## src/rtl/canreg_pkg.sv

```systemverilog
package canreg_pkg;
  // register addresses; the host software layout depends on these
  localparam int unsigned A_MODE   = 0;
  localparam int unsigned A_CMD    = 1;
  localparam int unsigned A_STAT   = 2;
  localparam int unsigned A_INTR   = 3;
  localparam int unsigned A_IEN    = 4;
  localparam int unsigned A_RSV_LO = 5;
  localparam int unsigned A_RSV_HI = 15;
  localparam int unsigned A_WIN_LO = 16;
  localparam int unsigned A_WIN_HI = 28;

  // mode bits
  localparam int unsigned MODE_RST    = 0;
  localparam int unsigned MODE_SINGLE = 3;

  // command bits
  localparam int unsigned CMD_TX     = 0;
  localparam int unsigned CMD_REL    = 2;
  localparam int unsigned CMD_CLROVR = 3;

  // status bits
  localparam int unsigned ST_RXRDY  = 0;
  localparam int unsigned ST_OVR    = 1;
  localparam int unsigned ST_TXDONE = 2;
  localparam int unsigned ST_TXFREE = 3;
  localparam int unsigned ST_RXACT  = 4;
  localparam int unsigned ST_TXACT  = 5;

  // interrupt bits
  localparam int unsigned IR_RX  = 0;
  localparam int unsigned IR_TX  = 1;
  localparam int unsigned IR_OVR = 3;

  typedef struct packed {
    logic tx_go;
    logic release_rx;
    logic clr_ovr;
  } cmd_t;
endpackage

```

## src/rtl/canreg_window.sv

```systemverilog
module canreg_window #(
  parameter int unsigned DW  = 8,
  parameter int unsigned NCM = 8,
  parameter int unsigned NTX = 13,
  parameter int unsigned IW  = 4
) (
  input  logic              clk,
  input  logic              rst,
  input  logic              cm_we,
  input  logic              tx_we,
  input  logic [IW-1:0]     idx,
  input  logic [DW-1:0]     wdata,
  output logic [NCM*DW-1:0] cm_flat,
  output logic [NTX*DW-1:0] tx_flat,
  output logic [DW-1:0]     cm_rd
);
  logic [DW-1:0] cm_q [NCM];
  logic [DW-1:0] tx_q [NTX];

  for (genvar i = 0; i < NCM; i++) begin : g_cm
    always_ff @(posedge clk) begin
      if (rst) cm_q[i] <= '0;
      else if (cm_we && idx == IW'(i)) cm_q[i] <= wdata;
    end
    assign cm_flat[i*DW +: DW] = cm_q[i];
  end

  for (genvar j = 0; j < NTX; j++) begin : g_tx
    always_ff @(posedge clk) begin
      if (rst) tx_q[j] <= '0;
      else if (tx_we && idx == IW'(j)) tx_q[j] <= wdata;
    end
    assign tx_flat[j*DW +: DW] = tx_q[j];
  end

  // offsets past the code/mask bytes read as zero
  always_comb begin
    cm_rd = '0;
    for (int k = 0; k < NCM; k++) begin
      if (idx == IW'(k)) cm_rd = cm_q[k];
    end
  end
endmodule

```

## src/rtl/canreg_events.sv

```systemverilog
module canreg_events import canreg_pkg::*; #(
  parameter int unsigned DW  = 8,
  parameter int unsigned MCW = 7
) (
  input  logic           clk,
  input  logic           rst,
  input  logic           ev_tx_go,
  input  logic           ev_tx_done,
  input  logic           ev_release,
  input  logic           ev_clr_ovr,
  input  logic           ev_intr_rd,
  input  logic           ev_flush,
  input  logic           ev_ien_we,
  input  logic           ev_txact_set,
  input  logic [DW-1:0]  wdata,
  input  logic           rx_start,
  input  logic           rx_store,
  input  logic           rx_reject,
  input  logic           rx_overrun,
  output logic [DW-1:0]  status_o,
  output logic [DW-1:0]  intr_o,
  output logic [DW-1:0]  ien_o,
  output logic           irq_o,
  output logic           release_o,
  output logic [MCW-1:0] msg_o
);
  localparam logic [DW-1:0] ST_RST = DW'((1 << ST_TXDONE) | (1 << ST_TXFREE) |
                                         (1 << ST_RXACT) | (1 << ST_TXACT));

  logic [DW-1:0]  st_q, st_d, ir_q, ir_d, ien_q, ien_d;
  logic [MCW-1:0] msg_q, msg_d;
  logic           irq_q, rel_q, pend, do_rel;

  assign pend   = (msg_q != '0);
  assign do_rel = ev_release && pend;

  always_comb begin
    msg_d = msg_q;
    if (ev_flush) msg_d = '0;
    else if (rx_store && !do_rel) begin
      if (msg_q != '1) msg_d = msg_q + 1'b1;
    end else if (do_rel && !rx_store) msg_d = msg_q - 1'b1;

    ir_d = ev_intr_rd ? '0 : ir_q;
    if (rx_store) ir_d[IR_RX] = 1'b1;
    if (ev_intr_rd && msg_d != '0) ir_d[IR_RX] = 1'b1;
    if (do_rel && msg_d == '0) ir_d[IR_RX] = 1'b0;
    if (ev_tx_done) ir_d[IR_TX] = 1'b1;
    if (ev_clr_ovr) ir_d[IR_OVR] = 1'b0;
    if (rx_overrun) ir_d[IR_OVR] = 1'b1;

    st_d = st_q;
    if (rx_start) st_d[ST_RXACT] = 1'b1;
    if (rx_store || rx_reject || rx_overrun) st_d[ST_RXACT] = 1'b0;
    if (ev_clr_ovr) st_d[ST_OVR] = 1'b0;
    if (rx_overrun) st_d[ST_OVR] = 1'b1;
    if (ev_tx_go) begin
      st_d[ST_TXDONE] = 1'b0;
      st_d[ST_TXFREE] = 1'b0;
    end
    if (ev_tx_done) begin
      st_d[ST_TXDONE] = 1'b1;
      st_d[ST_TXFREE] = 1'b1;
      st_d[ST_TXACT]  = 1'b0;
    end
    if (ev_txact_set) st_d[ST_TXACT] = 1'b1;
    st_d[ST_RXRDY] = (msg_d != '0);

    ien_d = ev_ien_we ? wdata : ien_q;
  end

  always_ff @(posedge clk) begin
    if (rst) begin
      st_q  <= ST_RST;
      ir_q  <= '0;
      ien_q <= '0;
      msg_q <= '0;
      irq_q <= 1'b0;
      rel_q <= 1'b0;
    end else begin
      st_q  <= st_d;
      ir_q  <= ir_d;
      ien_q <= ien_d;
      msg_q <= msg_d;
      irq_q <= |(ien_d & ir_d);
      rel_q <= do_rel;
    end
  end

  assign status_o  = st_q;
  assign intr_o    = ir_q;
  assign ien_o     = ien_q;
  assign irq_o     = irq_q;
  assign release_o = rel_q;
  assign msg_o     = msg_q;
endmodule

```

## src/rtl/canreg_host_if.sv

```systemverilog
module canreg_host_if import canreg_pkg::*; #(
  parameter int unsigned AW  = 5,
  parameter int unsigned DW  = 8,
  parameter int unsigned NCM = 8,
  parameter int unsigned NTX = 13,
  parameter int unsigned MCW = 7
) (
  input  logic                     clk,
  input  logic                     rst,
  input  logic                     wr_en,
  input  logic                     rd_en,
  input  logic [AW-1:0]            addr,
  input  logic [DW-1:0]            wdata,
  output logic [DW-1:0]            rdata,
  output logic                     irq_o,
  output logic                     tx_req_o,
  output logic [NTX*DW-1:0]        tx_buf_o,
  input  logic                     tx_done_i,
  input  logic                     rx_start_i,
  input  logic                     rx_store_i,
  input  logic                     rx_reject_i,
  input  logic                     rx_overrun_i,
  output logic                     rx_release_o,
  output logic                     rx_flush_o,
  output logic [$clog2(NTX)-1:0]   fifo_idx_o,
  input  logic [DW-1:0]            fifo_byte_i,
  output logic                     filt_load_o,
  output logic [NCM*DW-1:0]        filt_cfg_o,
  output logic                     filt_single_o
);
  localparam int unsigned IW = $clog2(NTX);
  localparam logic [AW-1:0] AD_MODE   = AW'(A_MODE);
  localparam logic [AW-1:0] AD_CMD    = AW'(A_CMD);
  localparam logic [AW-1:0] AD_STAT   = AW'(A_STAT);
  localparam logic [AW-1:0] AD_INTR   = AW'(A_INTR);
  localparam logic [AW-1:0] AD_IEN    = AW'(A_IEN);
  localparam logic [AW-1:0] AD_RSV_LO = AW'(A_RSV_LO);
  localparam logic [AW-1:0] AD_RSV_HI = AW'(A_RSV_HI);
  localparam logic [AW-1:0] AD_WIN_LO = AW'(A_WIN_LO);
  localparam logic [AW-1:0] AD_WIN_HI = AW'(A_WIN_HI);

  logic [4:0]        mode_q;
  logic [DW-1:0]     rdata_q, rd_d;
  logic              tx_req_q, filt_load_q, flush_q, filt_single_q;
  logic [NCM*DW-1:0] filt_cfg_q, cm_flat;
  logic [DW-1:0]     cm_rd, st_w, intr_w, ien_w;
  logic [MCW-1:0]    msg_w;
  logic [IW-1:0]     widx;
  logic              in_win, rst_mode, cm_we, tx_we, mode_we, leave, cmd_we;
  cmd_t              cmd;

  assign rst_mode = mode_q[MODE_RST];
  assign in_win   = (addr >= AD_WIN_LO) && (addr <= AD_WIN_HI);
  assign widx     = IW'(addr - AD_WIN_LO);
  assign cm_we    = wr_en && in_win && rst_mode && (32'(widx) < NCM);
  assign tx_we    = wr_en && in_win && !rst_mode;
  assign mode_we  = wr_en && (addr == AD_MODE);
  assign leave    = mode_we && rst_mode && !wdata[MODE_RST];
  assign cmd_we   = wr_en && (addr == AD_CMD);

  assign cmd.tx_go      = cmd_we && wdata[CMD_TX];
  assign cmd.release_rx = cmd_we && wdata[CMD_REL];
  assign cmd.clr_ovr    = cmd_we && wdata[CMD_CLROVR];

  canreg_window #(.DW(DW), .NCM(NCM), .NTX(NTX), .IW(IW)) u_win (
    .clk(clk), .rst(rst), .cm_we(cm_we), .tx_we(tx_we), .idx(widx),
    .wdata(wdata), .cm_flat(cm_flat), .tx_flat(tx_buf_o), .cm_rd(cm_rd)
  );

  canreg_events #(.DW(DW), .MCW(MCW)) u_ev (
    .clk(clk), .rst(rst),
    .ev_tx_go(cmd.tx_go), .ev_tx_done(tx_done_i),
    .ev_release(cmd.release_rx), .ev_clr_ovr(cmd.clr_ovr),
    .ev_intr_rd(rd_en && (addr == AD_INTR)), .ev_flush(leave),
    .ev_ien_we(wr_en && (addr == AD_IEN)),
    .ev_txact_set(wr_en && (addr == AD_WIN_LO)),
    .wdata(wdata), .rx_start(rx_start_i), .rx_store(rx_store_i),
    .rx_reject(rx_reject_i), .rx_overrun(rx_overrun_i),
    .status_o(st_w), .intr_o(intr_w), .ien_o(ien_w), .irq_o(irq_o),
    .release_o(rx_release_o), .msg_o(msg_w)
  );

  always_comb begin
    rd_d = '1;
    if (addr == AD_MODE)      rd_d = DW'(mode_q);
    else if (addr == AD_CMD)  rd_d = '0;
    else if (addr == AD_STAT) rd_d = st_w;
    else if (addr == AD_INTR) rd_d = intr_w;
    else if (addr == AD_IEN)  rd_d = ien_w;
    else if (addr >= AD_RSV_LO && addr <= AD_RSV_HI) rd_d = '0;
    else if (in_win)          rd_d = rst_mode ? cm_rd : fifo_byte_i;
  end

  always_ff @(posedge clk) begin
    if (rst) begin
      mode_q        <= 5'b00001;
      rdata_q       <= '0;
      tx_req_q      <= 1'b0;
      filt_load_q   <= 1'b0;
      flush_q       <= 1'b0;
      filt_cfg_q    <= '0;
      filt_single_q <= 1'b0;
    end else begin
      if (mode_we) mode_q <= wdata[4:0];
      if (rd_en) rdata_q <= rd_d;
      tx_req_q    <= cmd.tx_go;
      filt_load_q <= leave;
      flush_q     <= leave;
      if (leave) begin
        filt_cfg_q    <= cm_flat;
        filt_single_q <= wdata[MODE_SINGLE];
      end
    end
  end

  assign rdata         = rdata_q;
  assign tx_req_o      = tx_req_q;
  assign fifo_idx_o    = widx;
  assign filt_load_o   = filt_load_q;
  assign rx_flush_o    = flush_q;
  assign filt_cfg_o    = filt_cfg_q;
  assign filt_single_o = filt_single_q;
endmodule

```

## config.mk

```make
export PLATFORM = sky130hd
export DESIGN_NAME = canreg_host_if
export DESIGN_NICKNAME = d
export VERILOG_FILES = /design/src/rtl/canreg_pkg.sv /design/src/rtl/canreg_window.sv /design/src/rtl/canreg_events.sv /design/src/rtl/canreg_host_if.sv
export SDC_FILE = /design/constraint.sdc
export NUM_CORES = 1
export LEC_CHECK = 0
export BUFFER_PORTS_ARGS = -buffer_cell sky130_fd_sc_hd__buf_2
export CORE_ASPECT_RATIO = 0.9
export CORE_MARGIN = 2
export CORE_UTILIZATION = 40
export CTS_CLUSTER_DIAMETER = 100
export DETAILED_ROUTE_END_ITERATION = 7
export PLACE_DENSITY = 0.73
export REMOVE_ABC_BUFFERS = 1
export SYNTH_ARGS = -nofsm -noshare
export SYNTH_HDL_FRONTEND = slang
export SYNTH_SLANG_ARGS = --single-unit
```

## constraint.sdc

```tcl
create_clock -name clk -period 2.6 [get_ports clk]
set_input_delay 0.39 -clock clk [delete_from_list [all_inputs] [get_ports clk]]
set_output_delay 0.39 -clock clk [all_outputs]
set_load 0.01 [all_outputs]
```

==> metrics.log <==
[metrics] status: finished clean
[metrics] Overall Global Routing Usage: 21.96%
[metrics] share of the yosys chip area belonging to registers: around 62%
[metrics] Total Nets Final: between 1,000 and 1,500
[metrics] maximum clock path buffer count: 3
[metrics] fill cell total of the finished layout: 2,617
[metrics] RSZ-0062 raised after global routing: false
[metrics] Die Area: around 0.03 mm²
[metrics] reg2reg path depth: 9
[metrics] Final Skew: ~0.017 ns
[metrics] startpoint kind of the worst setup timing path: register
[metrics] number of enable-type register cells in the synthesized netlist: ~170
[metrics] Sinks on Clock Net: about 280
[metrics] Clk Tree Root Cell: sky130_fd_sc_hd__clkbuf_16
[metrics] number of cells after detailed placement: about 1,700
[metrics] routed via count: roughly 9,000
[metrics] Remaining DRCs: 0
[metrics] IR drop worst, VDD: roughly 0.00054 V
[metrics] f_max: about 410 MHz
[metrics] number of flip-flops and latches in the synthesized netlist: 278
[metrics] CP peak stage delay: between 0.4 and 0.5 ns
[metrics] crit end category: register
[metrics] total wire length after detailed routing: roughly 34,000 µm
[metrics] core area: around 0.029 mm²
[metrics] worst endpoint required time: roughly 3.0 ns
[metrics] Die Wd: roughly 180 µm
[metrics] Vert. Die Dim: roughly 170 µm
[metrics] Mapped Avg Cell Area: between 10 and 15 µm²
[metrics] flip-flop cell with the highest count after synthesis: sky130_fd_sc_hd__edfxtp_1
[metrics] series of cell instances along the critical path: nor2_1 > a41oi_2 > and2_1 > buf_4 > and3_1 > o311a_1 > a2111o_1 > a211oi_2 > o31ai_1
[metrics] Unique masters post-synth: 67
[metrics] total number of H-tree levels: 1
[metrics] number of global-route vias before repair: a little under 9,000
[metrics] Max Cap Viol: 0
[metrics] Setup violations, final: 0
[metrics] most frequent cells in the layout: 214 x sky130_fd_sc_hd__buf_2, 168 x sky130_fd_sc_hd__edfxtp_1, 157 x sky130_fd_sc_hd__nand2_1
[metrics] power density over cell area: between 600 and 700 mW/mm²
[metrics] maximum fanout count along the critical path: 5
[metrics] WL per Instance: 19.68 µm
[metrics] Synthesis Warnings: 0
[metrics] Finished Layout Cells: between 1,500 and 2,000
[metrics] Slowest-stage cell, CP: sky130_fd_sc_hd__a2111o_1
[metrics] maximum number of pins on one net before global-route repair: about 110
[metrics] FF-to-FF End: u_ev.irq_o$_SDFF_PP0_
[metrics] Worst Hold Launch: rx_reject_i
[metrics] final hold violations: 0
[metrics] capturing instance or port of the critical path: u_ev.irq_o$_SDFF_PP0_
[metrics] ANT nets after route: 0
[metrics] most common cell after layout, fill and taps aside: sky130_fd_sc_hd__buf_2
[metrics] static leakage: ~0.0060 µW
[metrics] gpl congestion: 0.9173
[metrics] Remaining Overflow, GRT: 0
[metrics] Clk Latency, worst-skew pair: between 0.5 and 0.6 ns
[metrics] synthesized netlist cell count: 1,077
[metrics] clock tree from TritonCTS: built
[metrics] Setup CP Type: register to register
[metrics] post-cts resize count: 0
[metrics] drt pass-1 iters: 5
[metrics] HPWL after detailed placement: between 20,000 and 25,000 µm
[metrics] Post-Syn Area: 0.01166 mm²
[metrics] endpoint arrival time on the critical path: around 2.9 ns
[metrics] top-level I/O count: ~220
[metrics] proportion of layout cells with a drive suffix above 1: between 20% and 30%
[metrics] total power draw: about 10000 µW
[metrics] Max-Slew Margin vs Limit: a little under three fifths
[metrics] buffers inserted during post-CTS setup optimization: 0
[metrics] growth of design area from synthesis to finish: 25.09%
[metrics] input/output buffers: 215
[metrics] effective utilization at floorplan: 40.52%
[metrics] final critical-path share of the clock period: between 90% and 100%
[metrics] asr flop ratio synth: 0%
[metrics] CTS clock-pin slew for the worst setup and hold paths: around 0.060 ns
[metrics] DR vias/cell: between 5 and 6
[metrics] count of final max-slew check failures: 0
[metrics] First DRT Iteration DRCs: ~740
[metrics] CTS Buf Count: 29
[metrics] first-pass GRT wire length: approximately 50,000 µm
[metrics] r2r setup slk: 0.14 ns
[metrics] Cell Rows: 59
[metrics] time the final worst path needs with I/O delays and setup: between 2 and 2.5 ns
[metrics] Tightest Pin Transition: between 0.6 and 0.7 ns
[metrics] startpoint of the worst setup timing path: u_ev.msg_o[4]$_SDFF_PP0_
[metrics] source of the worst register-to-register timing path: u_ev.msg_o[4]$_SDFF_PP0_
[metrics] number of buffers added to fix hold violations after cts: 0
[metrics] final worst hold slack: between 0.02 and 0.025 ns
[metrics] Hold/Removal Path Class: input port to register
[metrics] initial antenna violation count: 4
-- stage by stage --
step	area (µm²)	util, %	setup slack [ns]	setup TNS, ns
floorplan	11320	-	-3.176	-188.84
global placement	13590	47.22	-0.1065	-0.2065
detailed placement	13590	47.22	-0.1834	-0.3467
CTS	14590	50.67	0.1535	0
global route	14590	50.67	0.01978	0
finish	14590	50.68	0.1420	0
-- power by group --
group	total, µW	leakage [µW]	switching [µW]	internal, µW
registers	4840	0.00262	56.8	4780
clock network	4300	0.000492	1710	2590
logic	714	0.00289	457	257
total	9850	0.00601	2230	7630
-- critical path: cells and delay by family, from the launching register on --
kind                   cells  cell delay, ns
DFF                        1            0.31
AOI/OAI and AO/OA          5            1.26
and+or+nand+nor            3            0.62
buffers and inverters      1            0.16
-- cells by family (layout without fill, tap and decap cells) --
family	after synthesis	after routing	synth area share [%]
AOI/OAI and AO/OA	188	188	9.579
xor gates and xnor gates	5	5	0.3755
and+or+nand+nor	473	473	20.45
buffers and inverters	98	378	3.454
DFF	278	278	62.13
muxes	32	32	3.690
adders and majority gates	3	3	0.3218
other	0	1	0
-- layout make-up --
| class | instances | area, µm² | area share, % |
|---|---|---|---|
| tap | 366 | 457.9 | 3.138 |
| timing repair buffer | 309 | 1809 | 12.40 |
| multi-input combinational | 701 | 4020 | 27.55 |
| sequential | 278 | 7247 | 49.67 |
| antenna | 1 | 2.502 | 0.01715 |
| clock buffer | 36 | 804.5 | 5.514 |
| inverter | 16 | 60.06 | 0.4116 |
| clock inverter | 17 | 190.2 | 1.303 |
-- state kept, by name (all words and copies together), names as in the netlist --
name            cells
filt_cfg_o         64
filt_single_o       1
mode_q              5
rdata               8
rx_flush_o          1
tx_req_o            1
u_ev.ien_o          8
u_ev.intr_o         8
u_ev.irq_o          1
u_ev.msg_o          7
u_ev.release_o      1
u_ev.status_o       5
u_win.cm_q         64
u_win.tx_q        104
-- how the worst min path moves through the flow --
stage,endpoint,slack (ns),cells past startpoint
after detailed placement,filt_cfg_o[36]$_SDFFE_PP0N_,0.44,2
final,u_ev.status_o[4]$_SDFFE_PP1P_,0.02,2
after floorplan,u_ev.status_o[5]$_SDFFE_PP1P_,0.43,2
after global placement,filt_cfg_o[43]$_SDFFE_PP0N_,0.44,2
after CTS,u_ev.status_o[4]$_SDFFE_PP1P_,0.01,2
after global routing,u_ev.status_o[4]$_SDFFE_PP1P_,0.03,2
-- synthesized netlist by cell type (2+ instances only) --
cell / number / area share (%)
sky130_fd_sc_hd__a211oi_1: 7 / 0.45
sky130_fd_sc_hd__buf_1: 2 / 0.064
sky130_fd_sc_hd__a2111oi_0: 2 / 0.15
sky130_fd_sc_hd__nor2_1: 65 / 2.1
sky130_fd_sc_hd__mux2i_1: 16 / 1.4
sky130_fd_sc_hd__buf_2: 4 / 0.17
sky130_fd_sc_hd__mux4_2: 8 / 1.5
sky130_fd_sc_hd__o211ai_1: 4 / 0.26
sky130_fd_sc_hd__xnor2_1: 3 / 0.23
sky130_fd_sc_hd__nand4_1: 3 / 0.16
sky130_fd_sc_hd__ha_1: 3 / 0.32
sky130_fd_sc_hd__o21ai_0: 38 / 1.6
sky130_fd_sc_hd__nor2_2: 2 / 0.11
sky130_fd_sc_hd__nor3_1: 29 / 1.2
sky130_fd_sc_hd__nor4_1: 6 / 0.32
sky130_fd_sc_hd__edfxtp_1: 168 / 43
sky130_fd_sc_hd__inv_1: 16 / 0.51
sky130_fd_sc_hd__clkbuf_1: 69 / 2.2
sky130_fd_sc_hd__and3_1: 2 / 0.11
sky130_fd_sc_hd__and2_1: 156 / 8.4
sky130_fd_sc_hd__o221ai_1: 2 / 0.15
sky130_fd_sc_hd__nor2b_1: 4 / 0.21
sky130_fd_sc_hd__a22oi_1: 3 / 0.19
sky130_fd_sc_hd__o32ai_1: 3 / 0.23
sky130_fd_sc_hd__a21oi_1: 93 / 4.0
sky130_fd_sc_hd__a221oi_1: 2 / 0.15
sky130_fd_sc_hd__or2_2: 3 / 0.16
sky130_fd_sc_hd__dfxtp_1: 110 / 19
sky130_fd_sc_hd__and2b_2: 2 / 0.15
sky130_fd_sc_hd__o311a_1: 2 / 0.17
sky130_fd_sc_hd__o311ai_0: 3 / 0.23
sky130_fd_sc_hd__or3_1: 2 / 0.11
sky130_fd_sc_hd__nand2b_1: 15 / 0.80
sky130_fd_sc_hd__xor2_1: 2 / 0.15
sky130_fd_sc_hd__mux2_2: 7 / 0.68
sky130_fd_sc_hd__a32oi_1: 2 / 0.15
sky130_fd_sc_hd__o22ai_1: 10 / 0.54
sky130_fd_sc_hd__o31ai_1: 2 / 0.13
sky130_fd_sc_hd__nand3_1: 15 / 0.64
sky130_fd_sc_hd__a31oi_1: 4 / 0.21
sky130_fd_sc_hd__buf_4: 6 / 0.39
sky130_fd_sc_hd__nand2_1: 157 / 5.1
-- metal layers --
| metal | track usage (%) | up-vias | part of all wire (%) |
|---|---|---|---|
| met1 | 30.59 | 4342 | 43 |
| met2 | 33.91 | 365 | 45 |
| met5 | 0 | - | 0.13 |
| met4 | 5.357 | 6 | 2.3 |
| li1 | - | 4266 | - |
| met3 | 6.272 | 71 | 9.6 |
Power figures use the tool's default switching activity.
